`src/rtl/pmc_pkg.sv`:
```
package pmc_pkg;

   // Event code width and the number of codes it can name.
   localparam int unsigned SEL_W     = 4;
   localparam int unsigned NUM_CODES = 2 ** SEL_W;

   // Control register width. The field order matters to software.
   localparam int unsigned CTRL_W    = 12;

   // Register port addresses.
   typedef enum logic [1:0] {
      REG_CTRL = 2'd0,
      REG_PIC0 = 2'd1,
      REG_PIC1 = 2'd2,
      REG_NONE = 2'd3
   } reg_sel_e;

   // Event codes. Which slot accepts which code is set by the top parameters.
   typedef enum logic [SEL_W-1:0] {
      EV_CYCLES      = 4'd0,
      EV_INSTR_DONE  = 4'd1,
      EV_IFETCH_REF  = 4'd2,
      EV_IFETCH_HIT  = 4'd3,
      EV_L2_REF      = 4'd4,
      EV_L2_HIT      = 4'd5,
      EV_LOAD_STALL  = 4'd6,
      EV_FPU_STALL   = 4'd7,
      EV_IBUF_DRY_IC = 4'd8,
      EV_IBUF_DRY_BR = 4'd9
   } ev_code_e;

   // Control register layout, most significant field first.
   typedef struct packed {
      logic [SEL_W-1:0] sel1;   // 11:8
      logic [SEL_W-1:0] sel0;   // 7:4
      logic [1:0]       spare;  // 3:2, stored, no effect
      logic             sup_en; // 1
      logic             usr_en; // 0
   } ctrl_t;

endpackage

```
`src/rtl/pmc_ctrl_reg.sv`:
```
module pmc_ctrl_reg
   import pmc_pkg::*;
#(
   parameter logic [CTRL_W-1:0] RESET_CTRL = 12'h101
) (
   input  logic              clk,
   input  logic              rst_n,
   input  logic              wr_en,
   input  logic [CTRL_W-1:0] wdata,
   output ctrl_t             ctrl
);

   ctrl_t ctrl_q;

   always_ff @(posedge clk or negedge rst_n) begin
      if (!rst_n)     ctrl_q <= ctrl_t'(RESET_CTRL);
      else if (wr_en) ctrl_q <= ctrl_t'(wdata);
   end

   assign ctrl = ctrl_q;

   // a write is visible in full on the next cycle
   a_r2_ctrl_store: assert property (@(posedge clk) disable iff (!rst_n)
      wr_en |=> (ctrl == ctrl_t'($past(wdata))));

   // without a write the configuration holds
   a_r2_ctrl_hold: assert property (@(posedge clk) disable iff (!rst_n)
      !wr_en |=> $stable(ctrl));

endmodule

```
`src/rtl/pmc_event_select.sv`:
```
module pmc_event_select
   import pmc_pkg::*;
#(
   parameter logic [NUM_CODES-1:0] ACCEPT = '1
) (
   input  logic [SEL_W-1:0]     sel,
   input  logic [NUM_CODES-1:0] ev_in,
   input  logic                 gate_open,
   output logic                 hit
);

   logic raw;
   logic accepted;

   // Code 0 is the free-running cycle event; other codes read their own line.
   always_comb begin
      if (sel == SEL_W'(EV_CYCLES)) raw = 1'b1;
      else                          raw = ev_in[sel];
   end

   assign accepted = ACCEPT[sel];
   assign hit      = raw & accepted & gate_open;

endmodule

```
`src/rtl/pmc_counter.sv`:
```
module pmc_counter #(
   parameter int unsigned CNT_W = 32
) (
   input  logic             clk,
   input  logic             rst_n,
   input  logic             inc,
   input  logic             wr_en,
   input  logic [CNT_W-1:0] wr_data,
   input  logic             ovf_clr,
   output logic [CNT_W-1:0] cnt,
   output logic             ovf
);

   localparam logic [CNT_W-1:0] TOP = '1;

   logic [CNT_W-1:0] cnt_q;
   logic             ovf_q;
   logic             wrap;

   assign wrap = inc & ~wr_en & (cnt_q == TOP);

   always_ff @(posedge clk or negedge rst_n) begin
      if (!rst_n)     cnt_q <= '0;
      else if (wr_en) cnt_q <= wr_data;
      else if (inc)   cnt_q <= cnt_q + 1'b1;
   end

   always_ff @(posedge clk or negedge rst_n) begin
      if (!rst_n)       ovf_q <= 1'b0;
      else if (ovf_clr) ovf_q <= 1'b0;
      else if (wrap)    ovf_q <= 1'b1;
   end

   assign cnt = cnt_q;
   assign ovf = ovf_q;

   // software write beats increment
   a_r7_write_wins: assert property (@(posedge clk) disable iff (!rst_n)
      wr_en |=> (cnt == $past(wr_data)));

   // one step per qualified edge
   a_r5_single_step: assert property (@(posedge clk) disable iff (!rst_n)
      (inc && !wr_en) |=> (cnt == $past(cnt) + 1'b1));

   // no increment, no write, no change
   a_r3_idle_hold: assert property (@(posedge clk) disable iff (!rst_n)
      (!inc && !wr_en) |=> $stable(cnt));

   // wrap to zero sets the flag
   a_r8_wrap_flag: assert property (@(posedge clk) disable iff (!rst_n)
      (inc && !wr_en && !ovf_clr && (cnt == TOP)) |=> (ovf && (cnt == '0)));

   // flag is sticky until cleared
   a_r8_flag_sticky: assert property (@(posedge clk) disable iff (!rst_n)
      (ovf && !ovf_clr) |=> ovf);

   // clear always wins
   a_r8_flag_clear: assert property (@(posedge clk) disable iff (!rst_n)
      ovf_clr |=> !ovf);

endmodule

```
`src/rtl/perf_counter_unit.sv`:
```
module perf_counter_unit
   import pmc_pkg::*;
#(
   parameter int unsigned           CNT_W       = 32,
   parameter logic [NUM_CODES-1:0]  SLOT0_CODES = 16'h0157,
   parameter logic [NUM_CODES-1:0]  SLOT1_CODES = 16'h02AB,
   parameter logic [CTRL_W-1:0]     RESET_CTRL  = 12'h101
) (
   input  logic                 clk,
   input  logic                 rst_n,
   input  logic                 priv_sup,
   input  logic [NUM_CODES-1:0] ev_in,
   input  logic [1:0]           reg_addr,
   input  logic                 reg_wr,
   input  logic [CNT_W-1:0]     reg_wdata,
   output logic [CNT_W-1:0]     reg_rdata,
   output logic [1:0]           pic_ovf
);

   localparam int unsigned NUM_SLOTS = 2;

   // Elaboration-time parameter checks
   if (CNT_W < CTRL_W) begin : g_bad_width
      $error("perf_counter_unit: CNT_W must hold the control register");
   end
   if (!SLOT0_CODES[0] || !SLOT1_CODES[0]) begin : g_bad_codes
      $error("perf_counter_unit: cycle code must be accepted by both slots");
   end

   ctrl_t            ctrl;
   logic             ctrl_wr;
   logic             gate_open;
   logic [CNT_W-1:0] pic_q   [NUM_SLOTS];
   logic [SEL_W-1:0] sel_a   [NUM_SLOTS];
   logic             hit_a   [NUM_SLOTS];
   logic             wr_a    [NUM_SLOTS];

   assign ctrl_wr = reg_wr & (reg_addr == REG_CTRL);

   pmc_ctrl_reg #(
      .RESET_CTRL (RESET_CTRL)
   ) u_ctrl (
      .clk   (clk),
      .rst_n (rst_n),
      .wr_en (ctrl_wr),
      .wdata (reg_wdata[CTRL_W-1:0]),
      .ctrl  (ctrl)
   );

   // Privilege gate shared by both slots
   assign gate_open = (ctrl.usr_en & ~priv_sup) | (ctrl.sup_en & priv_sup);

   assign sel_a[0] = ctrl.sel0;
   assign sel_a[1] = ctrl.sel1;

   for (genvar s = 0; s < NUM_SLOTS; s++) begin : g_slot
      localparam logic [NUM_CODES-1:0] ACC  = (s == 0) ? SLOT0_CODES : SLOT1_CODES;
      localparam logic [1:0]           ADDR = (s == 0) ? REG_PIC0 : REG_PIC1;

      assign wr_a[s] = reg_wr & (reg_addr == ADDR);

      pmc_event_select #(
         .ACCEPT (ACC)
      ) u_sel (
         .sel       (sel_a[s]),
         .ev_in     (ev_in),
         .gate_open (gate_open),
         .hit       (hit_a[s])
      );

      pmc_counter #(
         .CNT_W (CNT_W)
      ) u_cnt (
         .clk     (clk),
         .rst_n   (rst_n),
         .inc     (hit_a[s]),
         .wr_en   (wr_a[s]),
         .wr_data (reg_wdata),
         .ovf_clr (ctrl_wr),
         .cnt     (pic_q[s]),
         .ovf     (pic_ovf[s])
      );

      // a code this slot does not accept leaves it untouched
      a_r6_foreign_code: assert property (@(posedge clk) disable iff (!rst_n)
         (!ACC[sel_a[s]] && !wr_a[s]) |=> $stable(pic_q[s]));
   end

   // Register read mux
   always_comb begin
      unique case (reg_addr)
         REG_CTRL: reg_rdata = CNT_W'(ctrl);
         REG_PIC0: reg_rdata = pic_q[0];
         REG_PIC1: reg_rdata = pic_q[1];
         default:  reg_rdata = '0;
      endcase
   end

   // a closed gate freezes both slots unless software writes
   a_r3_gate_closed: assert property (@(posedge clk) disable iff (!rst_n)
      (!gate_open && !reg_wr) |=> ($stable(pic_q[0]) && $stable(pic_q[1])));

   // cycle code counts every permitted edge on slot 0
   a_r4_cycle_slot0: assert property (@(posedge clk) disable iff (!rst_n)
      (gate_open && (ctrl.sel0 == SEL_W'(EV_CYCLES)) && !wr_a[0])
         |=> (pic_q[0] == $past(pic_q[0]) + 1'b1));

   // writing one slot does not disturb the other when it is idle
   a_r9_slot_isolation: assert property (@(posedge clk) disable iff (!rst_n)
      (wr_a[0] && !hit_a[1] && !wr_a[1]) |=> $stable(pic_q[1]));

endmodule

```
`config.mk`:
```
export PLATFORM = sky130hd
export DESIGN_NAME = perf_counter_unit
export DESIGN_NICKNAME = d
export VERILOG_FILES = /design/src/rtl/pmc_pkg.sv /design/src/rtl/pmc_ctrl_reg.sv /design/src/rtl/pmc_event_select.sv /design/src/rtl/pmc_counter.sv /design/src/rtl/perf_counter_unit.sv
export SDC_FILE = /design/constraint.sdc
export NUM_CORES = 1
export LEC_CHECK = 0
export ABC_AREA = 1
export BUFFER_PORTS_ARGS = -buffer_cell sky130_fd_sc_hd__clkbuf_2
export CAP_MARGIN = 30
export CORE_MARGIN = 8
export CORE_UTILIZATION = 40
export CTS_CLUSTER_DIAMETER = 200
export CTS_CLUSTER_SIZE = 12
export DETAILED_ROUTE_END_ITERATION = 6
export GPL_TIMING_DRIVEN = 0
export PLACE_DENSITY = 0.64
export SLEW_MARGIN = 25
export SYNTH_ARGS = -nofsm -noshare
export SYNTH_HDL_FRONTEND = slang
export SYNTH_SLANG_ARGS = --single-unit
export TNS_END_PERCENT = 100
```
`constraint.sdc`:
```
create_clock -name clk -period 2 [get_ports clk]
set_input_delay 0 -clock clk [delete_from_list [all_inputs] [get_ports clk]]
set_output_delay 0 -clock clk [all_outputs]
set_load 0.02 [all_outputs]
```
==> impl_metrics.json <==
{
  "rr_worst_depth": 8,
  "drc": 0,
  "gp_congestion": 0.9230,
  "r2r_start": "g_slot[0].u_cnt.cnt[0]$_DFFE_PN0P_",
  "hpwlAfterDp_mm": 18.25,
  "relSlewSlack": 0.5457,
  "wl_met1_mm": 9.992,
  "rows": 45,
  "cp_data_arrival_time_ns": 2.15,
  "netlist_area_um2": 6073,
  "start_kind": "register",
  "hp-class": "input port to asynchronous set/reset pin",
  "grt_pass1_wl_mm": 37.12,
  "worstSkewPairLatency_ns": 0.35,
  "core_area_um2": 15030,
  "finalSetupTns_ns": 0,
  "utilization": 0.4878,
  "worst_slew_pin_slew_ns": 0.6815,
  "top_layer_used": "met4",
  "timing.hold.ws_ns": 0.2256,
  "status": "completed",
  "power_leakage_uw": 0.003348,
  "syn2layout_area_growth_pct": 20.75,
  "fp.dieW_um": 139.2,
  "postLayoutCellArea_um2": 7333,
  "reg2reg_slack_ns": 0.12,
  "min_period_over_period": 0.9375,
  "grt_overflow": 0,
  "synth_edf_count": 0,
  "met3_length_mm": 1.306,
  "hold_violations": 0,
  "h-tree-depth": 3,
  "path_class": "register to register",
  "synth_cells": 963,
  "syn_avg_cell_area_um2": 6.307,
  "synth.most_common_cell": "nand2_1",
  "fmax_mhz": 533.3,
  "ys_types": 31,
  "p_clk_frac": 0.205,
  "cts_tree": "done",
  "avgViaCountPerCell": 5.419,
  "r2r_end": "g_slot[0].u_cnt.ovf$_DFFE_PN0P_",
  "switching_power_uw": 3621,
  "routed_wl_mm": 23.47,
  "ctsRootBufferMaster": "clkbuf_16",
  "die_y_um": 139.2,
  "grt_start_max_net_pins": 79,
  "dr.pass1.iters": 5,
  "seq_area_frac_synth": 0.3218,
  "powerDensity_nw_per_um2": 1067,
  "synth_async_sr_flop_share": 1.000,
  "synth_top_area_share": 0.3131,
  "rsz0062_at_grt": "false",
  "cts_buffer_depth": 2,
  "postCtsSetupBuffers": 0,
  "ys_ff_latch": 78,
  "numPortBuffers": 80,
  "crit_fanout": 5,
  "ir_worst_vdd_mv": 0.5032,
  "start_util": 0.4040,
  "comb_power_share": 0.408,
  "final-setup-viol-count": 0,
  "antenna_found_initial": 1,
  "grt_pass1_vias": 6723,
  "synth.area.top_cells": "dfrtp_1 31%, nand2_1 23%, nand3_1 11%",
  "switching_share": 0.4626,
  "drtIter0Drc": 752,
  "period_needed_ns": 1.875,
  "p_seq_frac": 0.387,
  "wl_met2_mm": 11.06,
  "grt_usage": 0.2457,
  "drv_cap": 0,
  "io_pins": 88,
  "synth_top_area_cell": "dfrtp_1",
  "vias": 6936,
  "fin_skew_ns": 0.008315,
  "clk_pin_slew_worst_paths_ns": 0.06,
  "nets": 1143,
  "syn_nets": 1019,
  "wl_per_cell_um": 18.33,
  "end_kind": "register",
  "yosys-top-cells-count": "371 x nand2_1, 133 x nand3_1, 104 x nor2_1",
  "intPower_uw": 4206,
  "final_max_slew_viol_count": 0,
  "dieArea_um2": 19380,
  "ant_nets": 0,
  "crit_required_ns": 2.28,
  "drive_above_1_share": 0.1540,
  "cts_made_buffers": 9,
  "clock_sinks": 78,
  "synth-warning-count": 0,
  "synthFlopType": "dfrtp_1",
  "place_area_um2": 6718
}
-- routing by layer --
| metal | up-vias | GRT usage |
|---|---|---|
| met1 | 3246 | 0.3176 |
| met3 | 75 | 0.02941 |
| met4 | 0 | 0.1415 |
| li1 | 3338 | - |
| met5 | - | 0 |
| met2 | 277 | 0.3907 |
-- placed cells by master, fill, tap and decap left out, types with 2 or more instances in the layout --
cell type	count
o21ai_0	34
buf_6	4
buf_2	11
nand2_1	371
nand2_4	4
nor3_1	2
ha_2	2
nor2_2	5
buf_4	11
nor2_1	103
dfrtp_1	75
clkbuf_2	79
nand4_1	3
dlygate4sd3_1	33
dfstp_2	2
o22ai_1	18
o21ai_2	6
inv_2	11
buf_1	2
clkbuf_8	3
o211ai_1	15
xor2_1	20
clkbuf_1	5
xnor2_1	4
o221ai_1	11
clkbuf_16	9
nor2_4	11
nand3_1	133
inv_1	87
a21oi_1	6
nand2_2	5
-- what timing repair did --
action | in CTS | in global routing
hold endpoints to repair | 135 | 0
hold buffers | 33 | 0
gates resized for setup | 0 | 5
endpoints found under the setup margin | 0 | 7
-- stage by stage --
stage	instances	setup WS (ns)	power, uW
detailed placement	1231	0.03269	6090
finish	1280	0.1250	7827
floorplan	963	0.4900	4948
CTS	1279	0.02503	7740
global placement	1231	0.008242	6035
global route	1280	0.03535	8330
-- worst max path at each step --
stage,depth (start not counted),endpoint,slack [ns],start
6_report,8,g_slot[0].u_cnt.ovf$_DFFE_PN0P_,0.12,g_slot[0].u_cnt.cnt[0]$_DFFE_PN0P_
5_1_grt,8,g_slot[0].u_cnt.ovf$_DFFE_PN0P_,0.04,g_slot[0].u_cnt.cnt[0]$_DFFE_PN0P_
4_1_cts,8,g_slot[0].u_cnt.ovf$_DFFE_PN0P_,0.03,g_slot[0].u_cnt.cnt[0]$_DFFE_PN0P_
3_5_place_dp,8,g_slot[0].u_cnt.ovf$_DFFE_PN0P_,0.03,g_slot[0].u_cnt.cnt[0]$_DFFE_PN0P_
3_3_place_gp,1,g_slot[0].u_cnt.ovf$_DFFE_PN0P_,0.008,rst_n
2_1_floorplan,10,g_slot[1].u_cnt.cnt[30]$_DFFE_PN0P_,0.49,g_slot[1].u_cnt.cnt[0]$_DFFE_PN0P_
-- flip-flops by register name, summed over array words and instances, names as in the netlist --
register	count
g_slot.u_cnt.cnt	64
u_ctrl.ctrl	12
g_slot.u_cnt.ovf	2
-- critical path, cell delays in order, from the launching register on --
cell and delay [ns]:
dfrtp_1 0.46, ha_2 0.30, inv_2 0.07, nor2_4 0.17, nand2_1 0.16, nor2_2 0.19
nor3b_2 0.20, nand2_1 0.12, a21oi_1 0.13
-- kinds of logic after synthesis --
logic type / after synthesis / share of synthesized area
and+or+nand+nor: 640 / 0.4508
DFF: 78 / 0.3218
xor gates and xnor gates: 24 / 0.03461
AOI/OAI and AO/OA: 90 / 0.09456
adders and majority gates: 2 / 0.004120
buffers and inverters: 129 / 0.09415
-- power by group through the flow --
stage,sequential [uW],combinational [uW],clock (uW)
global route,3120,3530,1680
detailed placement,3010,3080,0
global placement,3000,3030,0
floorplan,2740,2200,0
finish,3030,3200,1610
CTS,2990,3150,1610
-- area by class of cell --
type                    count  area [um2]
plain buffers              30       197.7
diodes                      1       2.502
fillers                  1556        7700
clock buffers              14       264.0
well taps                 188       235.2
flip-flops and latches     78        1956
clock inverters             1       5.005
multi-input cells         756        3560
inverters                  99       374.1
repair buffers            113       739.5
Power figures use the tool's default switching activity.
